`src/rtl/sema_pkg.sv`:
```
`timescale 1ns/1ps
package sema_pkg;

    typedef enum logic [1:0] {
        OWN_NONE  = 2'd0,
        OWN_LEFT  = 2'd1,
        OWN_RIGHT = 2'd2
    } owner_e;

    // Request latches are active low: 1 means no request from that side.
    typedef struct packed {
        logic   req_l_n;
        logic   req_r_n;
        owner_e owner;
    } sem_state_t;

    localparam sem_state_t SEM_RESET = '{req_l_n: 1'b1, req_r_n: 1'b1, owner: OWN_NONE};

endpackage

```
`src/rtl/sema_port_dec.sv`:
```
`timescale 1ns/1ps
module sema_port_dec #(
    parameter int NUM_SEM     = 8,
    parameter int PORT_ADDR_W = 6,
    parameter int DATA_W      = 8,
    localparam int IDX_W      = $clog2(NUM_SEM)
) (
    input  logic                   clk,
    input  logic                   rst_n,
    input  logic                   sem_sel,
    input  logic                   wr_en,
    input  logic [PORT_ADDR_W-1:0] addr,
    input  logic [DATA_W-1:0]      wdata,
    output logic [NUM_SEM-1:0]     wr_vec,
    output logic [IDX_W-1:0]       idx,
    output logic                   wr_bit
);

    logic unused_bits;

    always_comb begin
        idx    = addr[IDX_W-1:0];
        wr_bit = wdata[0];
        wr_vec = '0;
        if (sem_sel && wr_en) begin
            wr_vec[idx] = 1'b1;
        end
    end

    assign unused_bits = ^{addr[PORT_ADDR_W-1:IDX_W], wdata[DATA_W-1:1]};

    // a write strobes at most one token
    assert_one_token_R2: assert property (@(posedge clk) disable iff (!rst_n)
        $onehot0(wr_vec));

    // no strobe without select and write enable
    assert_strobe_needs_write_R3: assert property (@(posedge clk) disable iff (!rst_n)
        !(sem_sel && wr_en) |-> (wr_vec == '0));

endmodule

```
`src/rtl/sema_cell.sv`:
```
`timescale 1ns/1ps
module sema_cell
    import sema_pkg::*;
(
    input  logic clk,
    input  logic rst_n,
    input  logic wr_l,
    input  logic bit_l,
    input  logic wr_r,
    input  logic bit_r,
    output logic flag_l,
    output logic flag_r
);

    sem_state_t st_d, st_q;

    always_comb begin
        st_d = st_q;
        if (wr_l) st_d.req_l_n = bit_l;
        if (wr_r) st_d.req_r_n = bit_r;
        case (st_q.owner)
            OWN_NONE: begin
                if (!st_d.req_l_n)      st_d.owner = OWN_LEFT;
                else if (!st_d.req_r_n) st_d.owner = OWN_RIGHT;
            end
            OWN_LEFT: begin
                if (st_d.req_l_n) st_d.owner = st_d.req_r_n ? OWN_NONE : OWN_RIGHT;
            end
            OWN_RIGHT: begin
                if (st_d.req_r_n) st_d.owner = st_d.req_l_n ? OWN_NONE : OWN_LEFT;
            end
            default: st_d.owner = OWN_NONE;
        endcase
    end

    always_ff @(posedge clk or negedge rst_n) begin
        if (!rst_n) st_q <= SEM_RESET;
        else        st_q <= st_d;
    end

    assign flag_l = (st_q.owner != OWN_LEFT);
    assign flag_r = (st_q.owner != OWN_RIGHT);

    // an owner always holds its own request
    assert_owner_holds_req_R6: assert property (@(posedge clk) disable iff (!rst_n)
        ((st_q.owner == OWN_LEFT) |-> !st_q.req_l_n) and
        ((st_q.owner == OWN_RIGHT) |-> !st_q.req_r_n));

    // a free token has no pending request left over
    assert_free_no_pending_R5: assert property (@(posedge clk) disable iff (!rst_n)
        (st_q.owner == OWN_NONE) |-> (st_q.req_l_n && st_q.req_r_n));

    // same-cycle requests on a free token go to the left side
    assert_tie_left_R5: assert property (@(posedge clk) disable iff (!rst_n)
        (st_q.owner == OWN_NONE && wr_l && !bit_l && wr_r && !bit_r) |=> (st_q.owner == OWN_LEFT));

    // release by the left owner hands over to a waiting right side
    assert_handover_l2r_R6: assert property (@(posedge clk) disable iff (!rst_n)
        (st_q.owner == OWN_LEFT && wr_l && bit_l && !st_q.req_r_n && !wr_r) |=> (st_q.owner == OWN_RIGHT));

    // release by the right owner hands over to a waiting left side
    assert_handover_r2l_R6: assert property (@(posedge clk) disable iff (!rst_n)
        (st_q.owner == OWN_RIGHT && wr_r && bit_r && !st_q.req_l_n && !wr_l) |=> (st_q.owner == OWN_LEFT));

    // without its own release the owner keeps the token
    assert_no_steal_left_R7: assert property (@(posedge clk) disable iff (!rst_n)
        (st_q.owner == OWN_LEFT && !(wr_l && bit_l)) |=> (st_q.owner == OWN_LEFT));

    assert_no_steal_right_R7: assert property (@(posedge clk) disable iff (!rst_n)
        (st_q.owner == OWN_RIGHT && !(wr_r && bit_r)) |=> (st_q.owner == OWN_RIGHT));

endmodule

```
`src/rtl/sema_rd_port.sv`:
```
`timescale 1ns/1ps
module sema_rd_port #(
    parameter int NUM_SEM = 8,
    parameter int DATA_W  = 8,
    localparam int IDX_W  = $clog2(NUM_SEM)
) (
    input  logic               clk,
    input  logic               rst_n,
    input  logic               sem_sel,
    input  logic               out_en,
    input  logic               wr_en,
    input  logic [IDX_W-1:0]   idx,
    input  logic [NUM_SEM-1:0] flags,
    output logic [DATA_W-1:0]  rdata
);

    typedef struct packed {
        logic              act;
        logic [DATA_W-1:0] data;
    } rd_state_t;

    rd_state_t rd_d, rd_q;
    logic      rd_act;

    always_comb begin
        rd_act     = sem_sel && out_en && !wr_en;
        rd_d       = rd_q;
        rd_d.act   = rd_act;
        if (rd_act && !rd_q.act) begin
            rd_d.data = {DATA_W{flags[idx]}};
        end
    end

    always_ff @(posedge clk or negedge rst_n) begin
        if (!rst_n) begin
            rd_q.act  <= 1'b0;
            rd_q.data <= '1;
        end else begin
            rd_q <= rd_d;
        end
    end

    assign rdata = rd_q.data;

    // a held read keeps its captured byte
    assert_read_frozen_R8: assert property (@(posedge clk) disable iff (!rst_n)
        (rd_act && rd_q.act) |=> $stable(rdata));

    // the flag is spread over every data bit
    assert_flag_spread_R4: assert property (@(posedge clk) disable iff (!rst_n)
        ($countones(rdata) == 0) || ($countones(rdata) == DATA_W));

endmodule

```
`src/rtl/sema_bank_top.sv`:
```
`timescale 1ns/1ps
module sema_bank_top #(
    parameter int NUM_SEM     = 8,
    parameter int PORT_ADDR_W = 6,
    parameter int DATA_W      = 8
) (
    input  logic                   clk,
    input  logic                   rst_n,
    input  logic                   l_sem_sel,
    input  logic                   l_out_en,
    input  logic                   l_wr_en,
    input  logic [PORT_ADDR_W-1:0] l_addr,
    input  logic [DATA_W-1:0]      l_wdata,
    output logic [DATA_W-1:0]      l_rdata,
    input  logic                   r_sem_sel,
    input  logic                   r_out_en,
    input  logic                   r_wr_en,
    input  logic [PORT_ADDR_W-1:0] r_addr,
    input  logic [DATA_W-1:0]      r_wdata,
    output logic [DATA_W-1:0]      r_rdata
);

    localparam int IDX_W = $clog2(NUM_SEM);

    logic [NUM_SEM-1:0] wvec_l, wvec_r;
    logic [NUM_SEM-1:0] flags_l, flags_r;
    logic [IDX_W-1:0]   idx_l, idx_r;
    logic               bit_l, bit_r;

    sema_port_dec #(.NUM_SEM(NUM_SEM), .PORT_ADDR_W(PORT_ADDR_W), .DATA_W(DATA_W)) u_dec_l (
        .clk(clk), .rst_n(rst_n), .sem_sel(l_sem_sel), .wr_en(l_wr_en),
        .addr(l_addr), .wdata(l_wdata), .wr_vec(wvec_l), .idx(idx_l), .wr_bit(bit_l)
    );

    sema_port_dec #(.NUM_SEM(NUM_SEM), .PORT_ADDR_W(PORT_ADDR_W), .DATA_W(DATA_W)) u_dec_r (
        .clk(clk), .rst_n(rst_n), .sem_sel(r_sem_sel), .wr_en(r_wr_en),
        .addr(r_addr), .wdata(r_wdata), .wr_vec(wvec_r), .idx(idx_r), .wr_bit(bit_r)
    );

    for (genvar g = 0; g < NUM_SEM; g++) begin : g_cell
        sema_cell u_cell (
            .clk(clk), .rst_n(rst_n),
            .wr_l(wvec_l[g]), .bit_l(bit_l),
            .wr_r(wvec_r[g]), .bit_r(bit_r),
            .flag_l(flags_l[g]), .flag_r(flags_r[g])
        );
    end

    sema_rd_port #(.NUM_SEM(NUM_SEM), .DATA_W(DATA_W)) u_rd_l (
        .clk(clk), .rst_n(rst_n), .sem_sel(l_sem_sel), .out_en(l_out_en), .wr_en(l_wr_en),
        .idx(idx_l), .flags(flags_l), .rdata(l_rdata)
    );

    sema_rd_port #(.NUM_SEM(NUM_SEM), .DATA_W(DATA_W)) u_rd_r (
        .clk(clk), .rst_n(rst_n), .sem_sel(r_sem_sel), .out_en(r_out_en), .wr_en(r_wr_en),
        .idx(idx_r), .flags(flags_r), .rdata(r_rdata)
    );

    // never two owners of one token
    assert_single_owner_R5: assert property (@(posedge clk) disable iff (!rst_n)
        (flags_l | flags_r) == '1);

endmodule

```
`config.mk`:
```
export PLATFORM = sky130hd
export DESIGN_NAME = sema_bank_top
export DESIGN_NICKNAME = d
export VERILOG_FILES = /design/src/rtl/sema_pkg.sv /design/src/rtl/sema_port_dec.sv /design/src/rtl/sema_cell.sv /design/src/rtl/sema_rd_port.sv /design/src/rtl/sema_bank_top.sv
export SDC_FILE = /design/constraint.sdc
export NUM_CORES = 1
export LEC_CHECK = 0
export ABC_AREA = 1
export BUFFER_PORTS_ARGS = -buffer_cell sky130_fd_sc_hd__buf_2
export CELL_PAD_IN_SITES_DETAIL_PLACEMENT = 0
export CELL_PAD_IN_SITES_GLOBAL_PLACEMENT = 1
export CORE_AREA = 2 2 81 83
export DETAILED_ROUTE_END_ITERATION = 8
export DIE_AREA = 0 0 83 85
export PLACE_DENSITY = 0.81
export SLEW_MARGIN = 10
export SYNTH_ARGS = -nofsm -noshare
export SYNTH_HDL_FRONTEND = slang
export SYNTH_SLANG_ARGS = --single-unit
```
`constraint.sdc`:
```
create_clock -name clk -period 0.8 [get_ports clk]
set_input_delay 0.08 -clock clk [delete_from_list [all_inputs] [get_ports clk]]
set_output_delay 0.08 -clock clk [all_outputs]
set_load 0.01 [all_outputs]
```
# After elaboration in Yosys (flattened, before gate mapping)
# Index checks and enable logic that the tools add are counted.
# word_totals
in_bits,36
wordCells,200
out_inout_bits,16
regBits,36
# classes
n_lt_le_gt_ge,4
reduce_logical,30
eq_ne,56
muxes,82
# ops
op,count
$mux 2,40
$ne 2x1->1 const B,24
$pmux 2 s3,8
$mux 1,28
$ne 3x3->1 const B,8
$reduce_and 3->1,8
$eq 2x1->1 const B,8
$eq 2x2->1 const B,8
$logic_not 2->1,8
$mux 8,2
$ne 2x2->1 const B,8
$logic_and 1x1->1,10
$lt 3x4->1 const B,2
$bmux 1 s3,2
$demux 1 s3,2
$ge 3x1->1 const B,2
$logic_not 1->1,4

# Logic depth before layout (Yosys ltp)
# Gate-level depths: netlist (run 1).
# depth
word_depth,9
ltp_mapped,7
mapped_depth_nobuf,7

# Hierarchy
# From an unflattened synthesis (run 1), not the netlist that was laid out.
# hier_totals
hier_cells,314
area_unflattened_um2,2292.2
# by_module_without_submodules
mod,cells_per_inst,seq_area_each_um2,area_per_inst_um2,instances
sema_cell,24,102.6,200.2,8
sema_rd_port,40,51.3,249.0,2
sema_port_dec,21,0.0,96.3,2

# Worst setup path before layout (run 1)
# No wires, ideal clock.
# synth_path
path_kind,register -> register
startpoint,register g_cell[7].u_cell.st_q[1] (netlist bit)
endpoint,register u_rd_r.rdata[0] (netlist name)
n_path_buf,0
setup_ps,76
slack_ps,-79
required_ps,724
period_less_slack_ps,879
arrival_time_ps,803
stages_incl_launch_ff,8
path_cell_list,dfrtp_1 inv_1 nor2_1 nand2_1 nand3_1 nand2_1 nor2_1 nor2_1
# synth_between
elab_chain_len,3
# synth_rtl
item,line_no,rtl
"start, declared",sema_cell.sv:15,"sem_state_t st_d, st_q;"
"start signal, assigned",sema_cell.sv:38,else st_q <= st_d;
$ne 2x2->1,sema_cell.sv:42,assign flag_r = (st_q.owner != OWN_RIGHT);
$bmux 1 s3,sema_rd_port.sv:30,rd_d.data = {DATA_W{flags[idx]}};
$mux 1 (implied by the code),sema_rd_port.sv:30,
# Every way passes these cells. The select of a mux whose other input is x is not followed.
# A chain may end at the register's enable or synchronous reset.

# Worst setup path after layout (run 1)
# layout_path
startpoint,register u_rd_l.rdata[0] (netlist name)
endpoint,output port l_rdata[4]
# layout_lines
item,line_no,rtl
"end, declared",sema_bank_top.sv:14,"output logic [DATA_W-1:0] l_rdata,"
# No word-level cell between the ends.

==> results.cfg, run 1 <==
[outcome]
status = finished, violations left
violations = setup timing

[flow_run]
cap_viol_max_count = 0

[worst_setup_path]
critPathTopFamily = flip-flops
required_ns = 0.72
cp_cell_sequence = buf_2
cp.arrival_ns = 1.02
cp_max_fo = 9
max_stage_delay_ns = 0.59
cp-end-kind = output pin
critPathLaunchType = register
crit_type = register to output pin
crit_buf_inv = 1
cpMaxStageDelayCell = dfstp_2

[timing]
finalHoldViolCount = 0
fin_crit_sh_pct = 138.1
rsz0062_at_grt = true
finalSetupViolations = 49
fin_crit_ns = 1.105
report.final.slew_viol_count = 0
worst_slack_ns = -0.3048
hold_ws_ns = 0.04774
clock.fmax_mhz = 905.1
slew_headroom_pct = 80.25
skew_ns = 0.004561
tightestPinTransition_ns = 0.2940

[placement]
hpwl_mm = 3.471
port_buffers = 31
gp_congestion = 0.8260

[drt]
antenna_left = 0
vias_per_cell = 4.546
drt-wirelength-per-cell_um = 12.57
dr.pass1.iters = 4
drc = 0
first_iter_violations = 103
via_count = 1764
postRouteWirelength_mm = 4.876

[final_layout]
antenna_cells = 0
drive_gt1_share_pct = 66.56
syn_to_final_growth_pct = 33.97
nFillCells = 614
nNetsFinal = 346
final_cell_mix = 31 x nand3_2, 31 x buf_2, 31 x buf_4
utilization_pct = 45.25

[global_route]
grt_max_degree = 37
track_usage_pct = 14.48
grt_pass1_vias = 1724
antenna_found_initial = 0
grt_pass1_wl_mm = 8.245
grt_overflow = 0

[die]
start_util_pct = 33.78
die-width_um = 83
pin_count = 52
rows = 29
fp.dieH_um = 85
die_area_um2 = 7055
core_region_area_um2 = 6205

[logic_synthesis]
syn_nets = 291
netlist_instances = 255
ys_seq_area_share_pct = 44.06
synth.avg_cell_area_um2 = 8.219
ys.warnings.count = 0
synth_area_leaders = dfstp_2 23%, dfrtp_1 21%, nand3_1 11%, nand2_1 8.4%, inv_1 7.0%
synth_seq_cells = 36
synth_area_um2 = 2096
synth_cell_types = 21
synth_top_area_share_pct = 22.57
yosys.area.top_type = dfstp_2

[clocking]
cts_buffer_depth = 2
numClockSinks = 36
root_buffer = clkbuf_8
clk_latency_ns = 0.29
cts_tree = yes
numCtsBuffers = 5
path_clk_slew_ns = 0.07
cts_max_level = 2

[pwr]
peakVddDrop_uv = 959.6
p_leak_nw = 1.359
power.density_nw_per_um2 = 2272

[min_path]
hold_class = primary input to register
-- timing repair --
| action | 4_1_cts | 5_1_grt |
|---|---|---|
| pin swaps | 14 | 11 |
| setup buffers | 4 | 4 |
| hold endpoints to repair | 36 | 0 |
| hold buffers | 1 | 0 |
| gates resized for setup | 50 | 30 |
| endpoints found under the setup margin | 50 | 50 |
| cloned | 0 | 0 |
-- layer usage --
metal	global-route usage (%)	share of wire, %	up-vias
met5	0	0	-
met1	19.89	48	833
met3	3.113	2.8	6
met4	2.534	0.66	0
li1	-	-	896
met2	23.97	48	29
-- path summary, 6_finish.rpt --
kind | from | endpoint | slack, ns | depth (start not counted)
min in group asynchronous | rst_n | u_rd_r.rd_q[8] | 0.28 | 3
max | u_rd_l.rdata[0] | l_rdata[4] | -0.30 | 1
min reg2reg | u_rd_r.rd_q[8] | u_rd_r.rdata[0] | 0.51 | 3
max reg2reg | g_cell[1].u_cell.st_q[0] | u_rd_r.rdata[0] | -0.15 | 6
max in group asynchronous | rst_n | g_cell[2].u_cell.st_q[2] | 0.27 | 3
min | r_out_en | u_rd_r.rd_q[8] | 0.05 | 3
-- cell families after synthesis --
group / after synthesis / synth area share [%]
compound gates: 16 / 5.254
buf+inv: 60 / 13.91
flops: 36 / 44.06
simple gates: 143 / 36.78
-- flip-flops by register name, summed over array words and instances, names as in the netlist --
name                cells
g_cell.u_cell.st_q     32
u_rd_l.rd_q             1
u_rd_l.rdata            1
u_rd_r.rd_q             1
u_rd_r.rdata            1
-- Yosys cell counts (all sizes together) --
library cell / n
inv: 41
and2: 16
nor3: 2
a21oi: 16
nand2: 49
clkinv: 3
dfstp: 18
nor2: 21
buf: 16
nand3: 55
dfrtp: 18
-- stage by stage --
stage	setup TNS, ns	area [µm²]	instances	total power [mW]	setup WS, ns
floorplan	-1.034	2098	255	3.903	-0.06068
global placement	-4.084	2422	371	4.417	-0.2293
detailed placement	-4.395	2422	371	4.454	-0.2166
CTS	-7.013	2685	384	6.200	-0.3258
global route	-8.708	2808	388	6.783	-0.3570
finish	-6.818	2808	388	6.379	-0.3048
-- power breakdown --
group	switching (mW)	leakage, nW	total, mW	internal, mW
Sequential	0.274	0.425	2.61	2.34
Combinational	1.25	0.884	2.41	1.16
Clock	0.669	0.0510	1.36	0.688
-- area by class of cell --
class	instances	area, µm²	area share [%]
multi-input combinational	159	1106	39.39
sequential	36	923.4	32.89
inverter	44	171.4	6.105
tap	77	96.34	3.431
clock buffer	6	82.58	2.941
timing repair buffer	64	417.9	14.88
clock inverter	2	10.01	0.3565
No activity file was read; power rests on OpenSTA's default activity.
==> run 2: changes to the inputs <==
PLACE_DENSITY = 0.86   (was 0.81)
==> run 2 against run 1 <==
Effect of this change: the flow still finishes with violations (setup timing); hold slack got worse by 0.032 ns; sequential share of layout area fell by 1.6 points; utilization rose by 2.2 points; routed wire length rose by 3.1%; critical path type unchanged; highest routed layer unchanged.
==> results.cfg, run 2 (synthesis results as in run 1) <==
[outcome]
status = finished, violations left
violations = setup timing

[worst_setup_path]
cp.arrival_ns = 1.04
rr_worst_depth = 6
rr_startpoint = g_cell[0].u_cell.st_q[1]
reg2reg_to = u_rd_l.rdata[0]
cp_cell_sequence = buf_2
required_ns = 0.72
critPathLaunchType = register
cp_max_fo = 9
cpMaxStageDelayCell = dfstp_2
crit_type = register to output pin
critical_path.endpoint = r_rdata[4]
r2r_slack_ns = -0.16
cp-startpoint = u_rd_r.rdata[0]
crit_cells = 1
cp-end-kind = output pin
critPathTopFamily = flip-flops
max_stage_delay_ns = 0.59
crit_buf_inv = 1

[timing]
fin_crit_ns = 1.116
clock.fmax_mhz = 896.2
finalSetupViolations = 50
finalHoldViolCount = 0
fin_crit_sh_pct = 139.5
tightestPinTransition_ns = 0.2522
skew_ns = 0.008669
setup_tns_ns = -6.975
report.final.slew_viol_count = 0
worst_slack_ns = -0.3158
rsz0062_at_grt = true
slew_headroom_pct = 83.06

[flow_run]
cap_viol_max_count = 0

[pwr]
peakVddDrop_uv = 889.7
finalPower_mw = 7.390
p_leak_nw = 1.438
power.density_nw_per_um2 = 2508

[drt]
drt-wirelength-per-cell_um = 12.66
wl_met3_um = 158
dr.pass1.iters = 4
maxUsedRoutingLayer = met4
via_count = 1837
first_iter_violations = 79
postRouteWirelength_mm = 5.027
wl_met2_mm = 2.747
drc = 0
vias_per_cell = 4.627
antenna_left = 0
wl_met1_mm = 2.051

[global_route]
antenna_found_initial = 0
grt_pass1_vias = 1945
grt_max_degree = 37
grt_overflow = 0
grt_pass1_wl_mm = 8.714
track_usage_pct = 15.43

[final_layout]
multi_input_area_um2 = 1084
top_register = g_cell.u_cell.st_q
antenna_cells = 0
nNetsFinal = 355
nFillCells = 590
mostFrequentLayoutCell = buf_4
drive_gt1_share_pct = 65.63
largest_reg_flops = 32
syn_to_final_growth_pct = 40.60
regArea_um2 = 923.4
final_cell_mix = 35 x buf_4, 31 x buf_2, 30 x nand2_1

[die]
core_region_area_um2 = 6205
die-width_um = 83
rows = 29
start_util_pct = 33.78
pin_count = 52
fp.dieH_um = 85
die_area_um2 = 7055

[placement]
port_buffers = 31
hpwl_mm = 3.540
gp_congestion = 0.7867

[clocking]
numCtsBuffers = 5
root_buffer = clkbuf_8
cts_tree = yes
clk_latency_ns = 0.30
numClockSinks = 36
path_clk_slew_ns = 0.08
cts_max_level = 2
cts_buffer_depth = 2

[min_path]
hold_class = primary input to register
## run 2: layer usage
| layer | vias to the layer above | global-route usage (%) |
|---|---|---|
| met2 | 31 | 28.96 |
| li1 | 914 | - |
| met4 | 0 | 5.514 |
| met5 | - | 0 |
| met3 | 6 | 3.405 |
| met1 | 886 | 17.13 |
## run 2: area by class of cell
class                   instances  share of cell area, %
inverters                      44                  5.817
multi-input cells             159                  36.77
well taps                      77                  3.270
repair buffers                 73                  17.41
clock buffers                   5                  2.335
flip-flops and latches         36                  31.34
clock inverters                 3                  3.057
## run 2: timing repair
action                                  CTS  global route
buffers inserted                          5             6
resized for setup                        58            23
hold buffers                              1             0
endpoints found under the setup margin   50            50
pin swaps                                24            17
hold endpoints to repair                 36             0
## run 2: worst min path at each step
| stage | from | endpoint | slack [ns] | cells past startpoint |
|---|---|---|---|---|
| after floorplan | rst_n | g_cell[0].u_cell.st_q[0] | -0.22 | 0 |
| after global placement | rst_n | g_cell[3].u_cell.st_q[0] | 0.06 | 2 |
| after detailed placement | rst_n | g_cell[3].u_cell.st_q[0] | 0.06 | 2 |
| after CTS | l_out_en | u_rd_l.rd_q[8] | 0.01 | 3 |
| after global routing | r_out_en | u_rd_r.rd_q[8] | 0.04 | 3 |
| final | l_out_en | u_rd_l.rd_q[8] | 0.02 | 3 |
## run 2: through the flow
step	utilization (%)	worst slack (ns)	cells	hold WS, ns	cell area, µm²
floorplan	-	-0.06068	255	-0.2156	2098
global placement	40.33	-0.2051	380	0.05750	2502
detailed placement	40.33	-0.2238	380	0.05943	2502
CTS	46.34	-0.3316	394	0.01204	2875
global route	47.49	-0.3716	397	0.03974	2947
finish	47.49	-0.3158	397	0.01558	2947
## run 2: power breakdown
| group | switching (mW) | leakage [nW] | total, mW | internal, mW |
|---|---|---|---|---|
| Sequential | 0.275 | 0.425 | 2.61 | 2.34 |
| Combinational | 1.27 | 0.934 | 2.53 | 1.27 |
| Clock | 0.687 | 0.0784 | 2.25 | 1.56 |
==> run 3: changes to the inputs <==
ABC_AREA = 0   (was 1)
CORE_AREA = 2 2 76 78   (was 2 2 81 83)
DIE_AREA = 0 0 78 80   (was 0 0 83 85)
PLACE_DENSITY = 0.87   (was 0.86)
==> run 3 against run 2 <==
Effect of this change: the run still ends with setup timing left; flip-flop and latch count unchanged; sequential power rose by 19%; critical path depth is 4 higher; cell count decreased by 16%; sequential share of layout area is 0.90 points lower.
==> results.cfg, run 3 <==
[outcome]
status = finished, violations left
violations = setup timing

[global_route]
grt-busiest-layer = met2
antenna_found_initial = 0
grt.met3_usage_pct = 3.733
track_usage_pct = 17.75
use_met1_pct = 21.28
grt_max_degree = 37
grt_pass1_wl_mm = 8.335
grt_pass1_vias = 1649
grtUsageMet2_pct = 31.03
grt_overflow = 0

[clocking]
cts_buffer_depth = 2
cts_tree = yes
path_clk_slew_ns = 0.07
numCtsBuffers = 5
root_buffer = clkbuf_8
cts_max_level = 2
numClockSinks = 36
clk_latency_ns = 0.28

[drt]
dr.pass1.iters = 4
first_iter_violations = 78
postRouteWirelength_mm = 5.246
vias_per_cell = 4.964
drt-wirelength-per-cell_um = 15.80
via_count = 1648
antenna_left = 0
drc = 0

[pwr]
finalPower_mw = 8.210
peakVddDrop_uv = 1231
p_leak_nw = 1.367
power.density_nw_per_um2 = 2706

[timing]
tightestPinTransition_ns = 0.2952
clock.fmax_mhz = 829.8
finalHoldViolCount = 0
hold_ws_ns = 0.03941
finalSetupViolations = 38
skew_ns = 0.002628
report.final.slew_viol_count = 0
setup_tns_ns = -9.368
fin_crit_sh_pct = 150.6
rsz0062_at_grt = true
worst_slack_ns = -0.4051
slew_headroom_pct = 80.23
fin_crit_ns = 1.205

[final_layout]
utilization_pct = 56.13
stdcell_count = 332
top_register = g_cell.u_cell.st_q
drive_gt1_share_pct = 62.31
largest_reg_flops = 32
mostFrequentLayoutCell = buf_4
syn_to_final_growth_pct = 58.70
stdcell_area_um2 = 3034
nNetsFinal = 295
final_cell_mix = 42 x buf_4, 30 x buf_6, 18 x dfrtp_1, 18 x dfstp_2
antenna_cells = 0

[logic_synthesis]
synth_area_leaders = dfstp_2 25%, dfrtp_1 24%, buf_4 6.3%, mux2_2 4.7%, mux2i_1 4.2%
synth_ff_type = dfstp_2
synth.avg_cell_area_um2 = 10.45
synth_top_area_share_pct = 24.74
synth_seq_cells = 36
ys.warnings.count = 0
syn_nets = 219
synth_area_um2 = 1912
yosys.area.top_type = dfstp_2
netlist_top_cells_count = 18 x dfrtp_1, 18 x dfstp_2, 17 x nor2_1
synth-edff-count = 0
synth_cell_types = 36
async_flop_share_pct = 100.0
ys_seq_area_share_pct = 48.30
netlist_instances = 183

[worst_setup_path]
cp-startpoint = g_cell[1].u_cell.st_q[1]
cp_max_fo = 3
cp.arrival_ns = 1.42
crit_type = register to register
cp-end-kind = register
crit_buf_inv = 1
r2r_slack_ns = -0.41
max_stage_delay_ns = 0.40
rr_startpoint = g_cell[1].u_cell.st_q[1]
reg2reg_to = u_rd_l.rdata[0]
critPathTopFamily = flip-flops
cp_cell_sequence = buf_4, nor4bb_1, nor3_1, o22ai_1, a21oi_1
cpMaxStageDelayCell = dfrtp_1
required_ns = 1.01
rr_worst_depth = 5
critPathLaunchType = register

[flow_run]
cap_viol_max_count = 0

[min_path]
hold_end = u_rd_r.rd_q[8]
hold_class = primary input to register
hp-start = r_out_en
holdPathStages = 3

[die]
pin_count = 52
die-width_um = 78
die_area_um2 = 6240
fp.dieH_um = 80
rows = 27
start_util_pct = 35.37
core_region_area_um2 = 5405

[placement]
gp_congestion = 0.8344
placed_cells_incl_taps = 308
port_buffers = 31
hpwl_mm = 3.485
place_ws_ns = -0.5295
placed_area_um2 = 2476
## run 3: changes by cell type after synthesis, sizes merged, moves of 6 or more
| cell | change |
|---|---|
| a31oi | +9 |
| nand3 | -49 |
| inv | -27 |
| o211a | +8 |
| mux2 | +8 |
| a21oi | -14 |
| and2 | -16 |
| mux2i | +8 |
| nand3b | +6 |
| nand2 | -37 |
## run 3: per-layer routing
| layer | vias to the layer above | share of wire (%) |
|---|---|---|
| li1 | 791 | - |
| met5 | - | 0 |
| met1 | 812 | 41 |
| met4 | 0 | 2.0 |
| met3 | 9 | 3.6 |
| met2 | 36 | 53 |
## run 3: worst max-delay path by stage
stage / endpoint / slack, ns / depth (start not counted)
final: u_rd_l.rdata[0] / -0.41 / 5
after global placement: g_cell[0].u_cell.st_q[1] / -0.49 / 5
after floorplan: g_cell[1].u_cell.st_q[0] / -0.35 / 4
after global routing: u_rd_l.rdata[0] / -0.49 / 5
after detailed placement: g_cell[0].u_cell.st_q[1] / -0.53 / 5
after CTS: u_rd_r.rdata[0] / -0.36 / 4
## run 3: repair_timing
action | in CTS | in global routing
setup buffers | 15 | 5
pin swaps | 20 | 11
hold buffers | 1 | 0
gates resized for setup | 43 | 40
endpoints found under the setup margin | 39 | 46
hold endpoints to repair | 36 | 0
## run 3: layout make-up
cell class | count | area, µm²
clock buffer | 8 | 90.09
fill | 464 | 2371
inverter | 14 | 55.05
multi-input combinational | 114 | 1075
sequential | 36 | 923.4
tap | 72 | 90.09
timing repair buffer | 88 | 800.8
## run 3: where the power goes
part	internal [mW]	switching (mW)	leakage, nW
registers	2.60	0.496	0.409
clock network	0.702	0.627	0.0455
logic	2.25	1.53	0.913
## run 3: worst reg2reg max path, stage by stage, from the launching register on
cell and delay [ns]:
dfrtp_1 0.40, buf_4 0.14, nor4bb_1 0.25, nor3_1 0.07
o22ai_1 0.18, a21oi_1 0.09
## run 3: logic make-up after synthesis
| logic type | after synthesis | synth area share (%) |
|---|---|---|
| buffers and inverters | 33 | 9.686 |
| DFF | 36 | 48.30 |
| and+or+nand+nor | 65 | 19.63 |
| AOI/OAI and AO/OA | 33 | 13.48 |
| muxes | 16 | 8.901 |
